$ cat config.mk
export PLATFORM = sky130hd
export DESIGN_NAME = async_tx_brk
export DESIGN_NICKNAME = d
export VERILOG_FILES = /design/src/rtl/atx_pkg.sv /design/src/rtl/atx_req_queue.sv /design/src/rtl/atx_frame_fsm.sv /design/src/rtl/atx_irq_edge.sv /design/src/rtl/async_tx_brk.sv
export SDC_FILE = /design/constraint.sdc
export NUM_CORES = 1
export LEC_CHECK = 0
export CAP_MARGIN = 10
export CELL_PAD_IN_SITES_DETAIL_PLACEMENT = 1
export CELL_PAD_IN_SITES_GLOBAL_PLACEMENT = 1
export CORE_AREA = 2 2 86 72
export CTS_CLUSTER_SIZE = 10
export DETAILED_ROUTE_END_ITERATION = 10
export DIE_AREA = 0 0 88 74
export HOLD_SLACK_MARGIN = 0.1
export PLACE_DENSITY_LB_ADDON = 0.1
export SYNTH_ARGS = -nofsm -noshare
export SYNTH_HDL_FRONTEND = slang
export SYNTH_SLANG_ARGS = --single-unit
$ cat constraint.sdc
create_clock -name clk -period 3.44 [get_ports clk]
set_input_delay 1.032 -clock clk [delete_from_list [all_inputs] [get_ports clk]]
set_output_delay 1.032 -clock clk [all_outputs]
set_load 0.01 [all_outputs]
$ cat src/rtl/atx_pkg.sv
package atx_pkg;

    typedef enum logic [2:0] {
        TX_IDLE     = 3'd0,
        TX_START    = 3'd1,
        TX_DATA     = 3'd2,
        TX_STOP     = 3'd3,
        TX_BRK_LOW  = 3'd4,
        TX_BRK_STOP = 3'd5,
        TX_PRE      = 3'd6
    } tx_state_e;

    // Index of each interrupt source in the request vector
    localparam int IRQ_TXE  = 0;
    localparam int IRQ_TXC  = 1;
    localparam int IRQ_RX   = 2;
    localparam int IRQ_IDLE = 3;
    localparam int IRQ_SRCS = 4;

endpackage

$ cat src/rtl/atx_req_queue.sv
// Edge detectors that queue one-shot break and preamble requests.
module atx_req_queue (
    input  logic clk,
    input  logic rst_n,
    input  logic tx_en,
    input  logic brk_ctl,
    input  logic busy,
    input  logic take_brk,
    input  logic take_pre,
    output logic brk_pend,
    output logic pre_pend
);

    logic en_q;
    logic brk_q;
    logic brk_fall;
    logic en_rise_busy;

    assign brk_fall     = brk_q & ~brk_ctl;
    assign en_rise_busy = tx_en & ~en_q & busy;

    always_ff @(posedge clk or negedge rst_n) begin
        if (!rst_n) begin
            en_q     <= 1'b0;
            brk_q    <= 1'b0;
            brk_pend <= 1'b0;
            pre_pend <= 1'b0;
        end else begin
            en_q  <= tx_en;
            brk_q <= brk_ctl;
            // a fresh request in the same cycle as a launch wins
            if (brk_fall)
                brk_pend <= 1'b1;
            else if (take_brk)
                brk_pend <= 1'b0;
            if (en_rise_busy)
                pre_pend <= 1'b1;
            else if (take_pre)
                pre_pend <= 1'b0;
        end
    end

endmodule

$ cat src/rtl/atx_frame_fsm.sv
// Bit-level frame sequencer: data, break and preamble frames.
module atx_frame_fsm
    import atx_pkg::*;
#(
    parameter int DATA_BITS = 9,
    parameter int LIN_EXTRA = 3
) (
    input  logic                 clk,
    input  logic                 rst_n,
    input  logic                 bit_tick,
    input  logic                 tx_en,
    input  logic                 word9,
    input  logic                 lin_mode,
    input  logic                 brk_hold,
    input  logic                 brk_pend,
    input  logic                 pre_pend,
    input  logic                 buf_full,
    input  logic [DATA_BITS-1:0] buf_word,
    output logic                 take_brk,
    output logic                 take_pre,
    output logic                 take_data,
    output logic                 done_set,
    output logic                 busy,
    output logic                 txd,
    output tx_state_e            state_o
);

    localparam int CNT_W = $clog2(DATA_BITS + 2 + LIN_EXTRA);

    tx_state_e            st, st_n;
    logic [CNT_W-1:0]     cnt, cnt_n;
    logic [DATA_BITS-1:0] sh, sh_n;
    logic                 txd_q, txd_n;
    logic [CNT_W-1:0]     last_data, last_frame, last_brk;
    logic                 launch, from_frame;

    assign last_data  = word9 ? CNT_W'(DATA_BITS - 1) : CNT_W'(DATA_BITS - 2);
    assign last_frame = word9 ? CNT_W'(DATA_BITS + 1) : CNT_W'(DATA_BITS);
    assign last_brk   = last_frame + (lin_mode ? CNT_W'(LIN_EXTRA) : '0);

    // next-state and launch decision
    always_comb begin
        st_n       = st;
        cnt_n      = cnt;
        sh_n       = sh;
        txd_n      = txd_q;
        take_brk   = 1'b0;
        take_pre   = 1'b0;
        take_data  = 1'b0;
        done_set   = 1'b0;
        launch     = 1'b0;
        from_frame = 1'b0;
        if (bit_tick) begin
            unique case (st)
                TX_IDLE: begin
                    launch = 1'b1;
                end
                TX_START: begin
                    st_n  = TX_DATA;
                    cnt_n = '0;
                    txd_n = sh[0];
                    sh_n  = sh >> 1;
                end
                TX_DATA: begin
                    if (cnt == last_data) begin
                        st_n  = TX_STOP;
                        txd_n = 1'b1;
                    end else begin
                        cnt_n = cnt + 1'b1;
                        txd_n = sh[0];
                        sh_n  = sh >> 1;
                    end
                end
                TX_STOP, TX_BRK_STOP: begin
                    launch     = 1'b1;
                    from_frame = 1'b1;
                end
                TX_BRK_LOW: begin
                    if (cnt == last_brk) begin
                        st_n  = TX_BRK_STOP;
                        txd_n = 1'b1;
                    end else begin
                        cnt_n = cnt + 1'b1;
                    end
                end
                TX_PRE: begin
                    if (cnt == last_frame) begin
                        launch     = 1'b1;
                        from_frame = 1'b1;
                    end else begin
                        cnt_n = cnt + 1'b1;
                    end
                end
                default: begin
                    st_n  = TX_IDLE;
                    txd_n = 1'b1;
                end
            endcase
        end
        if (launch) begin
            cnt_n = '0;
            if (!tx_en) begin
                st_n     = TX_IDLE;
                txd_n    = 1'b1;
                done_set = from_frame;
            end else if (brk_hold || brk_pend) begin
                st_n     = TX_BRK_LOW;
                txd_n    = 1'b0;
                take_brk = 1'b1;
            end else if (pre_pend) begin
                st_n     = TX_PRE;
                txd_n    = 1'b1;
                take_pre = 1'b1;
            end else if (buf_full) begin
                st_n      = TX_START;
                txd_n     = 1'b0;
                sh_n      = buf_word;
                take_data = 1'b1;
            end else begin
                st_n     = TX_IDLE;
                txd_n    = 1'b1;
                done_set = from_frame;
            end
        end
    end

    // state register
    always_ff @(posedge clk or negedge rst_n) begin
        if (!rst_n) begin
            st    <= TX_IDLE;
            cnt   <= '0;
            sh    <= '0;
            txd_q <= 1'b1;
        end else begin
            st    <= st_n;
            cnt   <= cnt_n;
            sh    <= sh_n;
            txd_q <= txd_n;
        end
    end

    // outputs
    always_comb begin
        txd     = txd_q;
        busy    = (st != TX_IDLE);
        state_o = st;
    end

endmodule

$ cat src/rtl/atx_irq_edge.sv
// Combines enabled flags and emits a one-cycle pulse on each rising edge.
module atx_irq_edge #(
    parameter int N_SRC = 4
) (
    input  logic             clk,
    input  logic             rst_n,
    input  logic [N_SRC-1:0] enable,
    input  logic [N_SRC-1:0] flag,
    output logic             pulse
);

    logic req, req_q, pulse_q;

    assign req = |(enable & flag);

    always_ff @(posedge clk or negedge rst_n) begin
        if (!rst_n) begin
            req_q   <= 1'b0;
            pulse_q <= 1'b0;
        end else begin
            req_q   <= req;
            pulse_q <= req & ~req_q;
        end
    end

    assign pulse = pulse_q;

endmodule

$ cat src/rtl/async_tx_brk.sv
module async_tx_brk
    import atx_pkg::*;
#(
    parameter int DATA_BITS = 9,
    parameter int LIN_EXTRA = 3
) (
    input  logic                 clk,
    input  logic                 rst_n,
    input  logic                 bit_tick,
    input  logic                 dr_wr,
    input  logic [DATA_BITS-1:0] dr_wdata,
    input  logic                 cfg_word9,
    input  logic                 cfg_tx_en,
    input  logic                 cfg_brk,
    input  logic                 cfg_lin_brk,
    input  logic                 ie_tx_empty,
    input  logic                 ie_tx_done,
    input  logic                 ie_rx,
    input  logic                 ie_rx_idle,
    input  logic                 rx_full,
    input  logic                 rx_overrun,
    input  logic                 rx_line_idle,
    output logic                 txd,
    output logic                 txd_oe,
    output logic                 tx_empty,
    output logic                 tx_done,
    output logic                 irq_pulse
);

    logic [DATA_BITS-1:0] hold_word;
    logic                 empty_q, done_q;
    logic                 brk_pend, pre_pend, busy;
    logic                 take_brk, take_pre, take_data, done_set;
    logic                 any_take;
    tx_state_e            fsm_state;
    logic [IRQ_SRCS-1:0]  irq_en, irq_flag;

    assign any_take = take_brk | take_pre | take_data;

    // holding register and status flags
    always_ff @(posedge clk or negedge rst_n) begin
        if (!rst_n) begin
            hold_word <= '0;
            empty_q   <= 1'b1;
            done_q    <= 1'b1;
        end else begin
            if (dr_wr) begin
                hold_word <= dr_wdata;
                empty_q   <= 1'b0;
            end else if (take_data) begin
                empty_q   <= 1'b1;
            end
            if (any_take)
                done_q <= 1'b0;
            else if (done_set)
                done_q <= 1'b1;
        end
    end

    atx_req_queue u_req (
        .clk      (clk),
        .rst_n    (rst_n),
        .tx_en    (cfg_tx_en),
        .brk_ctl  (cfg_brk),
        .busy     (busy),
        .take_brk (take_brk),
        .take_pre (take_pre),
        .brk_pend (brk_pend),
        .pre_pend (pre_pend)
    );

    atx_frame_fsm #(
        .DATA_BITS (DATA_BITS),
        .LIN_EXTRA (LIN_EXTRA)
    ) u_fsm (
        .clk       (clk),
        .rst_n     (rst_n),
        .bit_tick  (bit_tick),
        .tx_en     (cfg_tx_en),
        .word9     (cfg_word9),
        .lin_mode  (cfg_lin_brk),
        .brk_hold  (cfg_brk),
        .brk_pend  (brk_pend),
        .pre_pend  (pre_pend),
        .buf_full  (~empty_q),
        .buf_word  (hold_word),
        .take_brk  (take_brk),
        .take_pre  (take_pre),
        .take_data (take_data),
        .done_set  (done_set),
        .busy      (busy),
        .txd       (txd),
        .state_o   (fsm_state)
    );

    assign irq_en[IRQ_TXE]    = ie_tx_empty;
    assign irq_en[IRQ_TXC]    = ie_tx_done;
    assign irq_en[IRQ_RX]     = ie_rx;
    assign irq_en[IRQ_IDLE]   = ie_rx_idle;
    assign irq_flag[IRQ_TXE]  = empty_q;
    assign irq_flag[IRQ_TXC]  = done_q;
    assign irq_flag[IRQ_RX]   = rx_full | rx_overrun;
    assign irq_flag[IRQ_IDLE] = rx_line_idle;

    atx_irq_edge #(
        .N_SRC (IRQ_SRCS)
    ) u_irq (
        .clk    (clk),
        .rst_n  (rst_n),
        .enable (irq_en),
        .flag   (irq_flag),
        .pulse  (irq_pulse)
    );

    assign txd_oe   = cfg_tx_en;
    assign tx_empty = empty_q;
    assign tx_done  = done_q;

endmodule

---- Word-level counts from Yosys, hierarchy flattened ----
Cells that the tools add are included.
storage, ports and cells
  register bits ........................... 34
  output and inout port bits .............. 5
  input port bits ......................... 24
operators by class
  bitwise logic cells ..................... 11
  $add $sub $neg .......................... 2
  reductions and logical operators ........ 16
  multiplexer cells ....................... 65
  eq/ne operators ......................... 15
operator list
  kind                                                                      number
  9-bit two-way mux                                                         7
  1-bit two-way mux                                                         37
  4-bit two-way mux                                                         6
  3-bit two-way mux                                                         7
  9-bit case mux with 2 select lines                                        1
  4-bit case mux with 4 select lines                                        1
  4-bit equality test                                                       3
  3-bit case mux with 4 select lines                                        1
  2-bit nonzero test                                                        5
  3-bit equality test (second input constant)                               3
  3-bit by 2-bit inequality test with 1-bit output (second input constant)  3
  4-bit OR reduction                                                        2
  3-bit by 2-bit equality test with 1-bit output (second input constant)    2
  3-bit by 1-bit inequality test with 1-bit output (second input constant)  2
  5-bit AND reduction                                                       1
  5-bit nonzero test                                                        1
  4-bit by 1-bit adder with 4-bit output (second input constant)            1
  4-bit adder                                                               1
  1-bit bitwise AND                                                         4
  4-bit bitwise AND                                                         1
  2-bit two-way mux                                                         2
  1-bit case mux with 2 select lines                                        2
  1-bit case mux with 4 select lines                                        1
  4-bit AND reduction                                                       1
  10 further kinds                                                          14

---- Logic depth before layout (Yosys ltp) ----
  depth in word-level cells ............... 12
  gate-level depth with buffers ........... 7

---- Cells and area by module ----
Synthesis repeated with hierarchy kept, for this count alone.
second synthesis, totals
  cells, all modules ...................... 197
  area, all modules ....................... 2103.3 µm²
by module, submodules not included
  module         cells an instance  instances  area each (µm²)
  atx_frame_fsm  153                1          1426.4
  async_tx_brk   28                 1          459.2
  atx_req_queue  10                 1          133.9
  atx_irq_edge   6                  1          83.8

---- Worst setup path after synthesis ----
No wires, ideal clock.
  kind .................................... input port to flip-flop
  start point ............................. input cfg_word9
  end point ............................... register u_fsm.cnt[2]
  library setup time ...................... 126 ps
  setup slack ............................. 1066 ps
  cell stages on the path ................. 7
  data arrival time ....................... 2248 ps
  cell sequence ........................... inv_1 > ha_1 > xnor2_1 > nand3_1 > nor3_1 > a211oi_2 > a221o_1
between the ends
  cells in the longest elaborated chain, start to end .. 7
  elaborated cells on any way between the ends .. 16
  classes of those cells .................. add/sub (1); eq/ne (6); mux (6); reduce/logical (3)
ends and longest elaborated chain
  element                                                              line                  text
  start, declared                                                      async_tx_brk.sv:12    input logic cfg_word9,
  parallel branches: the longest is 7 deep, another holds 4-bit adder  -
  end signal, assigned                                                 atx_frame_fsm.sv:136  cnt <= cnt_n;
  end, declared                                                        atx_frame_fsm.sv:31   logic [CNT_W-1:0] cnt, cnt_n;
Several ways; the timed one is not identified.
A chain may end at the register's enable or synchronous reset.

---- Worst setup path in the final report ----
  start point ............................. input cfg_tx_en
  end point ............................... output txd_oe
RTL lines
  element          line                text
  start, declared  async_tx_brk.sv:13  input logic cfg_tx_en,
  end, declared    async_tx_brk.sv:24  output logic txd_oe,
No word-level cell between the ends.

==> reports/metrics.yaml <==
outcome: "finished clean"
final_cell_mix: "dfrtp_1 (31), clkdlybuf4s50_1 (28), nand2_1 (26)"
die_x_um: 88
cp.arrival_ps: 2130
crit_slowest_cell: "clkdlybuf4s50_1"
leakage_nw: 0.962
period_minus_slack_ps: 3160
ir_drop_mv: 0.257
r2r_start: "u_fsm.state_o[1]"
wl_mm: 4.84
io_buffers: 28
numCtsBuffers: 5
drt_pre_antenna_iters: 4
gr-max-usage-layer: "met2"
min_from: "u_irq.req_q"
finalSetupViolations: 0
crit_fanout: 5
crit_type: "input port to primary output"
avgRoutedWirePerCell_um: 16.0
reg2reg_depth: 5
dp_cells: 294
synth_nets: 220
post_cts_buffers: 0
ys_async_sr_fraction_pct: 100
pin_count: 29
root_buffer: "clkbuf_8"
clk_latency_ps: 280
num_rows: 25
cts_sinks: 34
p_comb_share_pct: 36.8
clock_power_share_pct: 22.9
dieArea_mm2: 0.00651
start_util_pct: 33.7
vias: 1554
p_per_area_mw_per_mm2: 659
crit_buf_inv: 2
ys_ff_latch: 34
slew_viol_final: 0
h-tree-depth: 2
nNetsFinal: 248
final_area_mm2: 0.00238
hold_path.class: "flop to flop"
critPathLaunchType: "input port"
grt_pass1_vias: 1635
power.net_switching_w: 0.000577
grt_use_met1_pct: 21.8
max-clock-path-buffers: 2
gr-usage-met3_pct: 3.44
ys_seq_area_share_pct: 44.8
max_freq_mhz: 316
grt_pass1_wl_mm: 8.12
timing.slew.headroom_pct: 59.2
cp_cell_sequence: "clkdlybuf4s50_1, clkdlybuf4s50_1"
hold_violations: 0
synth.distinct_cells: 49
antenna_cells: 0
cts-resized-gates: 0
antenna_found_initial: 0
syn_area_per_cell_um2: 9.94
drt_iter0_markers: 73
grt_overflow: 0
r2r_end: "u_fsm.txd"
worstMarginPinSlew_ps: 612
vias_per_cell: 5.15
grt_util_all_layers_pct: 16.2
whs_path_depth: 1
critPathRequiredTime_ps: 2410
grt_use_met2_pct: 26.5
routabilityCongestion: 0.834
stdcell_count: 302
synth_edf_count: 0
cpLargestDelayFamily: "buffers and inverters"
die_h_um: 74
slowest_delay_ps: 560
clkTransAtPathRegs_ps: 70
grt_max_degree: 35
worstHoldEndpoint: "u_irq.pulse"
cap_viol_max_count: 0
place_area_mm2: 0.00227
drive_above_1_share_pct: 15.4
ant_nets: 0
netlist_instances: 192
reg2reg_slack_ps: 1270
yosys_most_used_dff: "dfrtp_1"
cp-end-kind: "primary output"
internal-power_w: 0.000989
finClkSkew_ps: 4.60
core_area_mm2: 0.00566
synthToLayoutAreaGrowth_pct: 24.4
final_common_cell: "dfrtp_1"
fin_crit_sh_pct: 91.9
cp_common_cell: "clkdlybuf4s50_1"
yosys_warnings: 0
hpwlAfterDp_mm: 3.58
hold_buffers: 0
p_seq_share_pct: 40.3
synth_area_mm2: 0.00191
tns_ps: 0
tritoncts: "built"
drc_errors: 0
switching_share_pct: 36.9
rsz0062_at_grt: "false"
[sequential cells by signal, summed over array words and instances (netlist names)]
name,flops
u_req.en_q,1
tx_empty,1
u_fsm.state_o,3
u_req.pre_pend,1
tx_done,1
u_irq.req_q,1
u_fsm.sh,9
u_req.brk_q,1
u_req.brk_pend,1
u_fsm.cnt,4
hold_word,9
u_irq.pulse,1
u_fsm.txd,1
[kinds of logic after synthesis]
logic type                 share of synthesized area (%)
and+or+nand+nor                                     14.2
buffers and inverters                               4.65
adders and majority gates                           2.62
xor gates and xnor gates                            3.47
DFF                                                 44.8
muxes                                               7.08
AOI/OAI and AO/OA                                   23.2
[worst max path at each step]
stage	startpoint	endpoint	slack, ps	cells after the start
2_1_floorplan	cfg_word9	u_fsm.cnt[2]	1070	7
3_3_place_gp	cfg_word9	u_fsm.cnt[2]	280	8
3_5_place_dp	cfg_word9	u_fsm.cnt[2]	160	8
4_1_cts	cfg_tx_en	txd_oe	270	2
5_1_grt	cfg_tx_en	txd_oe	220	2
6_report	cfg_tx_en	txd_oe	280	2
[final cells by class]
cell class | instances | area (µm²)
clock buffer | 7 | 76.3
clock inverter | 1 | 30.0
fill | 643 | 3290
inverter | 8 | 30.0
multi-input combinational | 138 | 966
sequential | 34 | 855
tap | 81 | 101
timing repair buffer | 33 | 318
[cell usage after synthesis (2+ instances only)]
master,instances,area (µm²)
a22o_1,5,43.8
o21ai_0,12,60.1
mux2_2,12,135
a21boi_1,2,15.0
a32o_1,2,20.0
nor2_1,8,30.0
dfstp_2,3,78.8
nand2_1,26,97.6
nand3_1,2,10.0
a21oi_1,14,70.1
xor2_1,2,17.5
buf_2,8,40.0
dfrtp_1,31,776
o2111ai_1,2,17.5
clkbuf_1,2,7.51
nand2b_1,2,12.5
a31oi_1,9,56.3
xnor2_1,3,26.3
inv_1,8,30.0
and3_1,2,12.5
nor2b_1,4,25.0
ha_1,4,50.1
nor3_1,3,15.0
[power by group through the flow]
| stage | clock network (W) | registers, W | logic (W) |
|---|---|---|---|
| after floorplan | 0 | 0.000564 | 0.000459 |
| after global routing | 0.000389 | 0.000649 | 0.000637 |
| after detailed placement | 0 | 0.000637 | 0.000578 |
| after global placement | 0 | 0.000632 | 0.000553 |
| after CTS | 0.000370 | 0.000630 | 0.000580 |
| final | 0.000358 | 0.000631 | 0.000577 |
[layer usage]
| layer | up-vias | share of wire (%) |
|---|---|---|
| met2 | 37 | 47 |
| met3 | 2 | 4.2 |
| met5 | - | 0 |
| met4 | 0 | 0.45 |
| met1 | 763 | 49 |
| li1 | 752 | - |
[metrics by stage]
stage | total power, W | setup slack, ps | util [%] | hold WS [ps]
2_1_floorplan | 0.00102 | 1070 | - | 375
3_3_place_gp | 0.00119 | 279 | 40.1 | 390
3_5_place_dp | 0.00122 | 161 | 40.1 | 395
4_1_cts | 0.00158 | 272 | 42.0 | 406
5_1_grt | 0.00168 | 216 | 42.0 | 419
6_report | 0.00157 | 278 | 42.0 | 402
[worst register-to-register path, delay by kind of cell, from the launching register on]
kind,cells,cell delay (ps)
AOI/OAI and AO/OA,2,600
xor gates and xnor gates,1,350
DFF,1,730
muxes,1,290
and+or+nand+nor,1,120
(Power assumes the default switching activity.)
